==> src/rtl/sgram_init_pkg.sv <==
package sgram_init_pkg;

   // {cs_n, ras_n, cas_n, we_n}
   typedef enum logic [3:0] {
      CMD_MODE  = 4'b0000,
      CMD_REF   = 4'b0001,
      CMD_PRE   = 4'b0010,
      CMD_IDLE  = 4'b0111
   } cmd_e;

   typedef enum logic [1:0] {
      STEP_PRE,
      STEP_REF,
      STEP_MODE,
      STEP_SPEC
   } step_e;

   typedef enum logic [1:0] {
      ST_POWER,
      ST_ISSUE,
      ST_GAP,
      ST_READY
   } state_e;

   typedef struct packed {
      logic [2:0] cas_lat;
      logic       burst_il;
      logic [2:0] burst_len;
      logic       wr_single;
      logic       load_color;
   } mode_cfg_t;

endpackage

==> src/rtl/sgram_mode_word.sv <==
module sgram_mode_word
   import sgram_init_pkg::*;
(
   input  mode_cfg_t   cfg,
   output logic [10:0] mode_word,
   output logic [10:0] spec_word,
   output logic        cfg_err
);

   logic       cas_ok;
   logic       len_ok;
   logic [2:0] cas_eff;
   logic       il_eff;
   logic [2:0] len_eff;

   always_comb begin
      cas_ok = (cfg.cas_lat == 3'b010) || (cfg.cas_lat == 3'b011);
      if (cfg.burst_il)
         len_ok = (cfg.burst_len == 3'b010) || (cfg.burst_len == 3'b011);
      else
         len_ok = !cfg.burst_len[2] || (cfg.burst_len == 3'b111);
      cfg_err = !(cas_ok && len_ok);
      cas_eff = cfg_err ? 3'b010 : cfg.cas_lat;
      il_eff  = cfg_err ? 1'b0   : cfg.burst_il;
      len_eff = cfg_err ? 3'b000 : cfg.burst_len;
   end

   assign mode_word = {1'b0, cfg.wr_single, 2'b00, cas_eff, il_eff, len_eff};
   assign spec_word = {4'b0000, cfg.load_color, 6'b000000};

endmodule

==> src/rtl/sgram_step_table.sv <==
module sgram_step_table
   import sgram_init_pkg::*;
#(
   parameter int NUM_REFRESH = 2,
   parameter int NSTEP       = NUM_REFRESH + 3,
   parameter int SW          = $clog2(NSTEP)
) (
   input  logic [SW-1:0] idx,
   input  logic          mrs_first,
   output step_e         kind,
   output logic          last
);

   step_e tbl_rf [NSTEP];
   step_e tbl_mf [NSTEP];

   for (genvar k = 0; k < NSTEP; k++) begin : g_step
      if (k == 0) begin : g_head
         assign tbl_rf[k] = STEP_PRE;
         assign tbl_mf[k] = STEP_PRE;
      end else begin : g_body
         assign tbl_rf[k] = (k <= NUM_REFRESH)     ? STEP_REF  :
                            (k == NUM_REFRESH + 1) ? STEP_MODE : STEP_SPEC;
         assign tbl_mf[k] = (k == 1) ? STEP_MODE :
                            (k == 2) ? STEP_SPEC : STEP_REF;
      end
   end

   assign kind = mrs_first ? tbl_mf[idx] : tbl_rf[idx];
   assign last = (idx == SW'(NSTEP - 1));

endmodule

==> src/rtl/sgram_gap_timer.sv <==
module sgram_gap_timer #(
   parameter int CW      = 8,
   parameter int RST_VAL = 0
) (
   input  logic          clk,
   input  logic          rst_n,
   input  logic          load,
   input  logic [CW-1:0] load_val,
   output logic          zero
);

   logic [CW-1:0] cnt;

   always_ff @(posedge clk) begin
      if (!rst_n)
         cnt <= CW'(RST_VAL);
      else if (load)
         cnt <= load_val;
      else if (cnt != '0)
         cnt <= cnt - 1'b1;
   end

   assign zero = (cnt == '0);

endmodule

==> src/rtl/sgram_init_seq.sv <==
module sgram_init_seq
   import sgram_init_pkg::*;
#(
   parameter int CLK_MHZ     = 125,
   parameter int POWERUP_US  = 200,
   parameter int NUM_REFRESH = 2,
   parameter int TRP         = 3,
   parameter int TRC         = 9,
   parameter int TMRD        = 2,
   parameter int ADDR_W      = 11,
   parameter int BA_W        = 1
) (
   input  logic              clk,
   input  logic              rst_n,
   input  logic [2:0]        cfg_cas_lat,
   input  logic              cfg_burst_il,
   input  logic [2:0]        cfg_burst_len,
   input  logic              cfg_wr_single,
   input  logic              cfg_load_color,
   input  logic              cfg_mrs_first,
   output logic              cke,
   output logic              dqm,
   output logic              cs_n,
   output logic              ras_n,
   output logic              cas_n,
   output logic              we_n,
   output logic              spec_sel,
   output logic [ADDR_W-1:0] addr,
   output logic [BA_W-1:0]   ba,
   output logic              ready,
   output logic              cfg_err
);

   localparam int P_CYC = CLK_MHZ * POWERUP_US;
   localparam int NSTEP = NUM_REFRESH + 3;
   localparam int SW    = $clog2(NSTEP);
   localparam int MAXG  = (TRP > TRC) ? ((TRP > TMRD) ? TRP : TMRD)
                                      : ((TRC > TMRD) ? TRC : TMRD);
   localparam int MAXV  = (P_CYC > MAXG) ? P_CYC : MAXG;
   localparam int CW    = $clog2(MAXV + 1);

   initial begin
      assert (NUM_REFRESH >= 2) else $error("NUM_REFRESH must be at least 2");
      assert (TRP >= 1 && TRC >= 1 && TMRD >= 1) else $error("gaps must be >= 1");
      assert (P_CYC >= 1) else $error("power-up wait must be >= 1 cycle");
      assert (ADDR_W >= 11) else $error("ADDR_W must be at least 11");
      assert (BA_W >= 1) else $error("BA_W must be at least 1");
   end

   mode_cfg_t   cfg;
   logic [10:0] mode_word;
   logic [10:0] spec_word;
   state_e      st;
   logic [SW-1:0] step_idx;
   step_e       kind;
   logic        step_last;
   logic        t_zero;
   logic        t_load;
   logic [CW-1:0] t_val;
   cmd_e        cmd;

   assign cfg = '{cas_lat: cfg_cas_lat, burst_il: cfg_burst_il,
                  burst_len: cfg_burst_len, wr_single: cfg_wr_single,
                  load_color: cfg_load_color};

   sgram_mode_word u_word (
      .cfg      (cfg),
      .mode_word(mode_word),
      .spec_word(spec_word),
      .cfg_err  (cfg_err)
   );

   sgram_step_table #(
      .NUM_REFRESH(NUM_REFRESH),
      .NSTEP      (NSTEP),
      .SW         (SW)
   ) u_steps (
      .idx      (step_idx),
      .mrs_first(cfg_mrs_first),
      .kind     (kind),
      .last     (step_last)
   );

   always_comb begin
      case (kind)
         STEP_PRE: t_val = CW'(TRP - 1);
         STEP_REF: t_val = CW'(TRC - 1);
         default:  t_val = CW'(TMRD - 1);
      endcase
   end
   assign t_load = (st == ST_ISSUE);

   sgram_gap_timer #(
      .CW     (CW),
      .RST_VAL(P_CYC - 1)
   ) u_timer (
      .clk     (clk),
      .rst_n   (rst_n),
      .load    (t_load),
      .load_val(t_val),
      .zero    (t_zero)
   );

   always_ff @(posedge clk) begin
      if (!rst_n) begin
         st       <= ST_POWER;
         step_idx <= '0;
      end else begin
         case (st)
            ST_POWER: if (t_zero) st <= ST_ISSUE;
            ST_ISSUE: st <= ST_GAP;
            ST_GAP: begin
               if (t_zero) begin
                  if (step_last) begin
                     st <= ST_READY;
                  end else begin
                     st       <= ST_ISSUE;
                     step_idx <= step_idx + 1'b1;
                  end
               end
            end
            default: st <= ST_READY;
         endcase
      end
   end

   always_comb begin
      cmd      = CMD_IDLE;
      addr     = '0;
      spec_sel = 1'b0;
      if (st == ST_ISSUE) begin
         case (kind)
            STEP_PRE: begin
               cmd      = CMD_PRE;
               addr[10] = 1'b1;
            end
            STEP_REF: cmd = CMD_REF;
            STEP_MODE: begin
               cmd        = CMD_MODE;
               addr[10:0] = mode_word;
            end
            default: begin
               cmd        = CMD_MODE;
               addr[10:0] = spec_word;
               spec_sel   = 1'b1;
            end
         endcase
      end
   end

   assign {cs_n, ras_n, cas_n, we_n} = cmd;
   assign ba    = '0;
   assign cke   = 1'b1;
   assign ready = (st == ST_READY);
   assign dqm   = !ready;

   a_r1_idle_in_wait: assert property (@(posedge clk) disable iff (!rst_n)
      (st == ST_POWER) |-> ({cs_n, ras_n, cas_n, we_n} == 4'b0111 && cke && dqm && !ready));

   a_r5_one_cycle_cmd: assert property (@(posedge clk) disable iff (!rst_n)
      ({cs_n, ras_n, cas_n, we_n} != 4'b0111) |=> ({cs_n, ras_n, cas_n, we_n} == 4'b0111));

   a_r6_mode_reserved_low: assert property (@(posedge clk) disable iff (!rst_n)
      ({cs_n, ras_n, cas_n, we_n} == 4'b0000 && !spec_sel) |-> (addr[10] == 1'b0 && addr[8:7] == 2'b00));

   a_r7_spec_word: assert property (@(posedge clk) disable iff (!rst_n)
      ({cs_n, ras_n, cas_n, we_n} == 4'b0000 && spec_sel)
         |-> (addr[6] == cfg_load_color && $countones(addr) <= 1));

   a_r9_safe_default: assert property (@(posedge clk) disable iff (!rst_n)
      ({cs_n, ras_n, cas_n, we_n} == 4'b0000 && !spec_sel && cfg_err) |-> (addr[6:0] == 7'b0100000));

   a_r10_ready_sticky: assert property (@(posedge clk) disable iff (!rst_n)
      ready |=> ready);

   a_r10_quiet_when_ready: assert property (@(posedge clk) disable iff (!rst_n)
      ready |-> ({cs_n, ras_n, cas_n, we_n} == 4'b0111 && !dqm));

endmodule

==> config.mk <==
export PLATFORM = sky130hd
export DESIGN_NAME = sgram_init_seq
export DESIGN_NICKNAME = d
export VERILOG_FILES = /design/src/rtl/sgram_init_pkg.sv /design/src/rtl/sgram_mode_word.sv /design/src/rtl/sgram_step_table.sv /design/src/rtl/sgram_gap_timer.sv /design/src/rtl/sgram_init_seq.sv
export SDC_FILE = /design/constraint.sdc
export NUM_CORES = 1
export LEC_CHECK = 0
export BUFFER_PORTS_ARGS = -buffer_cell sky130_fd_sc_hd__buf_4
export CELL_PAD_IN_SITES_DETAIL_PLACEMENT = 1
export CELL_PAD_IN_SITES_GLOBAL_PLACEMENT = 1
export CORE_MARGIN = 2
export CORE_UTILIZATION = 38
export CTS_BUF_LIST = sky130_fd_sc_hd__clkbuf_8
export CTS_CLUSTER_SIZE = 8
export DETAILED_ROUTE_END_ITERATION = 10
export GPL_TIMING_DRIVEN = 0
export PLACE_DENSITY_LB_ADDON = 0.1
export SYNTH_ARGS = -nofsm -noshare
export SYNTH_HDL_FRONTEND = slang
export SYNTH_HIERARCHICAL = 1
export SYNTH_SLANG_ARGS = --single-unit
==> constraint.sdc <==
create_clock -name clk -period 2.7 [get_ports clk]
set_input_delay 0 -clock clk [delete_from_list [all_inputs] [get_ports clk]]
set_output_delay 0 -clock clk [all_outputs]
set_load 0.01 [all_outputs]
==> reports/metrics.yaml <==
sta:
  clock.fmax_mhz: 409.1
  maxSlewViolCount: 0
  relSlewSlack_pct: 58.03
  fin_ws_ns: 0.2559
  setup_tns_ns: 0
  tightest_slew_ns: 0.6248
  hold_viol: 0
  fin_skew_ns: 0.004497
  rsz0062_at_grt: "no"
  min_period_ns: 2.444
  setup_violations: 0
  finalCritPeriodShare_pct: 90.52
min_path:
  min_from: "rst_n"
  hold_path.class: "in -> reg"
setup_path:
  start_kind: "flop"
  crit_path_cell_trace: "inv_1 -> ha_1 -> nand2b_1 -> a21oi_1 -> inv_1 -> nor3_4 -> a22o_1 -> buf_4"
  crit_top_cell: "inv_1"
  r2r_start: "u_timer/cnt[0]"
  crit_family: "compound AO/OA/AOI/OAI gates"
  crit_buf_inv: 3
  slowest_stage: "dfxtp_1"
  arrival_ns: 2.44
  worstPathRequired_ns: 2.70
  crit_type: "reg -> out"
  cp-end-kind: "output pin"
  cp_max_fo: 10
  startpoint: "step_idx[1]"
  reg2reg_setup_slack_ns: 0.45
  max_stage_delay_ns: 0.42
placement:
  place_hpwl_um: 2933
  gp_congestion: 0.7835
  port_buffers: 25
  dp_worst_setup_slack_ns: 0.4619
global_route:
  grt_use_total_pct: 16.04
  grt_pass1_wl_um: 6492
  antenna_found_initial: 0
  overflow: 0
  grt_max_degree: 12
  grt_pass1_vias: 1478
status:
  status: "finished clean"
job:
  drv_cap: 0
die:
  rows: 23
  ios: 33
  core-area_sq_um: 4058
  die_y_um: 69.33
  fp.dieArea_sq_um: 4806
  start_util_pct: 39.96
  die_w_um: 69.33
logic_synthesis:
  postSynth.asyncResetShare_pct: 0
  netlist.area_leader.share_pct: 24.69
  ys_top_cells_by_area: "dfxtp_1, buf_4, a22o_1"
  ys_warn_count: 6
  ys_seq_area_share_pct: 24.69
  synth_area_sq_um: 1622
  synth_top_cell_by_area: "dfxtp_1"
  synth_flop_cell: "dfxtp_1"
  synth_edf_count: 0
  ys_ff_latch: 20
  yosysUniqueCellTypes: 43
  synthCells: 201
  syn_avg_cell_area_sq_um: 8.067
routing:
  routed_wl_um: 3720
  routedWlPerCell_um: 12.16
  ant_nets: 0
  dr.pass1.iters: 4
  viasPerCell: 4.824
  initialDrtViolationCount: 42
  vias: 1476
  remaining_drc_errors: 0
clock_tree:
  clock_latency_ns: 0.26
  cts_tree: "done"
  clk_path_buf_depth: 2
  htree_levels: 1
  cts_buffers: 3
  clkSinkCount: 20
  cts.hold.buffers_added: 0
  cts-root-buf: "clkbuf_8"
  clk_pin_slew_worst_paths_ns: 0.07
  cts.repair.resized: 0
  postCtsSetupRepairBufs: 0
power:
  total_power_uw: 610.1
  leakage_nw: 0.8906
  power.density_nw_per_um2: 301.3
  vdd_ir_drop_max_v: 0.0002264
finish:
  fin_nets: 273
  syn_to_final_growth_pct: 24.85
  drive_gt1_share_pct: 26.17
  n_antenna_cell: 0
  final.fill_count: 533
  fin_util_pct: 49.89
## synthesized netlist by cell type (2+ instances only)
library cell,number
nand2b_1,6
clkbuf_1,4
conb_1,4
inv_1,13
o211ai_1,3
nor2b_1,6
xnor2_1,6
a21oi_1,13
and2_1,3
nand2_4,2
nor3_1,6
a22o_1,10
ha_1,4
inv_2,2
nand3_1,8
mux2i_1,2
nand2_1,12
xor2_1,4
or3_1,2
nor2_1,12
o21ai_0,10
a21boi_0,2
a311oi_1,3
o311ai_0,2
a2111oi_4,2
buf_4,22
dfxtp_1,20
a211oi_1,3
## placed cells by master (no fill, tap or decap), types with 2 or more instances in the layout
master     instances
inv_1             13
a211oi_1           3
inv_2              2
nand3_1            8
dfxtp_1           20
nand2_1           12
nand2_4            2
nand2b_1           6
nor2b_1            6
xnor2_1            6
a2111oi_4          2
or3_1              2
o211ai_1           3
xor2_1             4
clkbuf_8           4
o21ai_0           10
a21oi_1           13
and2_1             3
ha_1               4
mux2i_1            2
conb_1            30
nor3_1             6
clkbuf_1           4
a311oi_1           3
buf_4             47
a22o_1            10
nor2_1            12
o311ai_0           2
a21boi_0           2
## sequential cells by signal (all words and copies together), names as in the netlist
register / count
u_timer/cnt: 15
step_idx: 3
st: 2
## per-stage QoR
| stage | cells | hold WS (ns) | instance area, sq um |
|---|---|---|---|
| after detailed placement | 302 | 0.3021 | 1969 |
| after floorplan | 227 | 0.1217 | 1719 |
| after global routing | 306 | 0.06103 | 2024 |
| after global placement | 302 | 0.2930 | 1969 |
| final | 306 | 0.04907 | 2024 |
| after CTS | 306 | 0.04431 | 2024 |
## cell type report
| cell class | instances | area, sq um | share of cell area, % |
|---|---|---|---|
| plain buffers | 26 | 180.2 | 8.900 |
| clock buffers | 4 | 55.05 | 2.719 |
| inverters | 15 | 56.30 | 2.781 |
| multi-input cells | 166 | 1082 | 53.46 |
| flip-flops and latches | 20 | 400.4 | 19.78 |
| well taps | 50 | 62.56 | 3.090 |
| repair buffers | 25 | 187.7 | 9.271 |
## power by group
group          switching (mW)  total, mW  internal [mW]  leakage [nW]
Combinational          0.0369     0.0798         0.0429         0.700
Clock                  0.0984      0.228          0.130        0.0288
Sequential            0.00331      0.302          0.299         0.162
Total                   0.139      0.610          0.471         0.891
## path summary, 6_finish.rpt
check	end	cells past startpoint
worst max-delay path	addr[0]	8
worst min-delay path	step_idx[0]	2
worst max register to register	step_idx[1]	9
worst min register to register	u_timer/cnt[14]	2
## cells by family after synthesis
logic type,count (synthesis),share of synthesized area (%)
AND/OR/NAND/NOR,68,25.16
adder cells (fa/ha/maj),4,3.087
multiplexers,2,1.235
buffers and inverters,41,14.58
AO/OA/AOI/OAI,52,24.92
flip-flops,20,24.69
other,4,0.9257
XOR/XNOR,10,5.401
## layer usage
layer,routed length (um),track usage (%)
met2,1907,29.27
met3,78,3.343
met5,0,0
met1,1726,20.11
met4,8,1.307
Power figures use the tool's default switching activity.
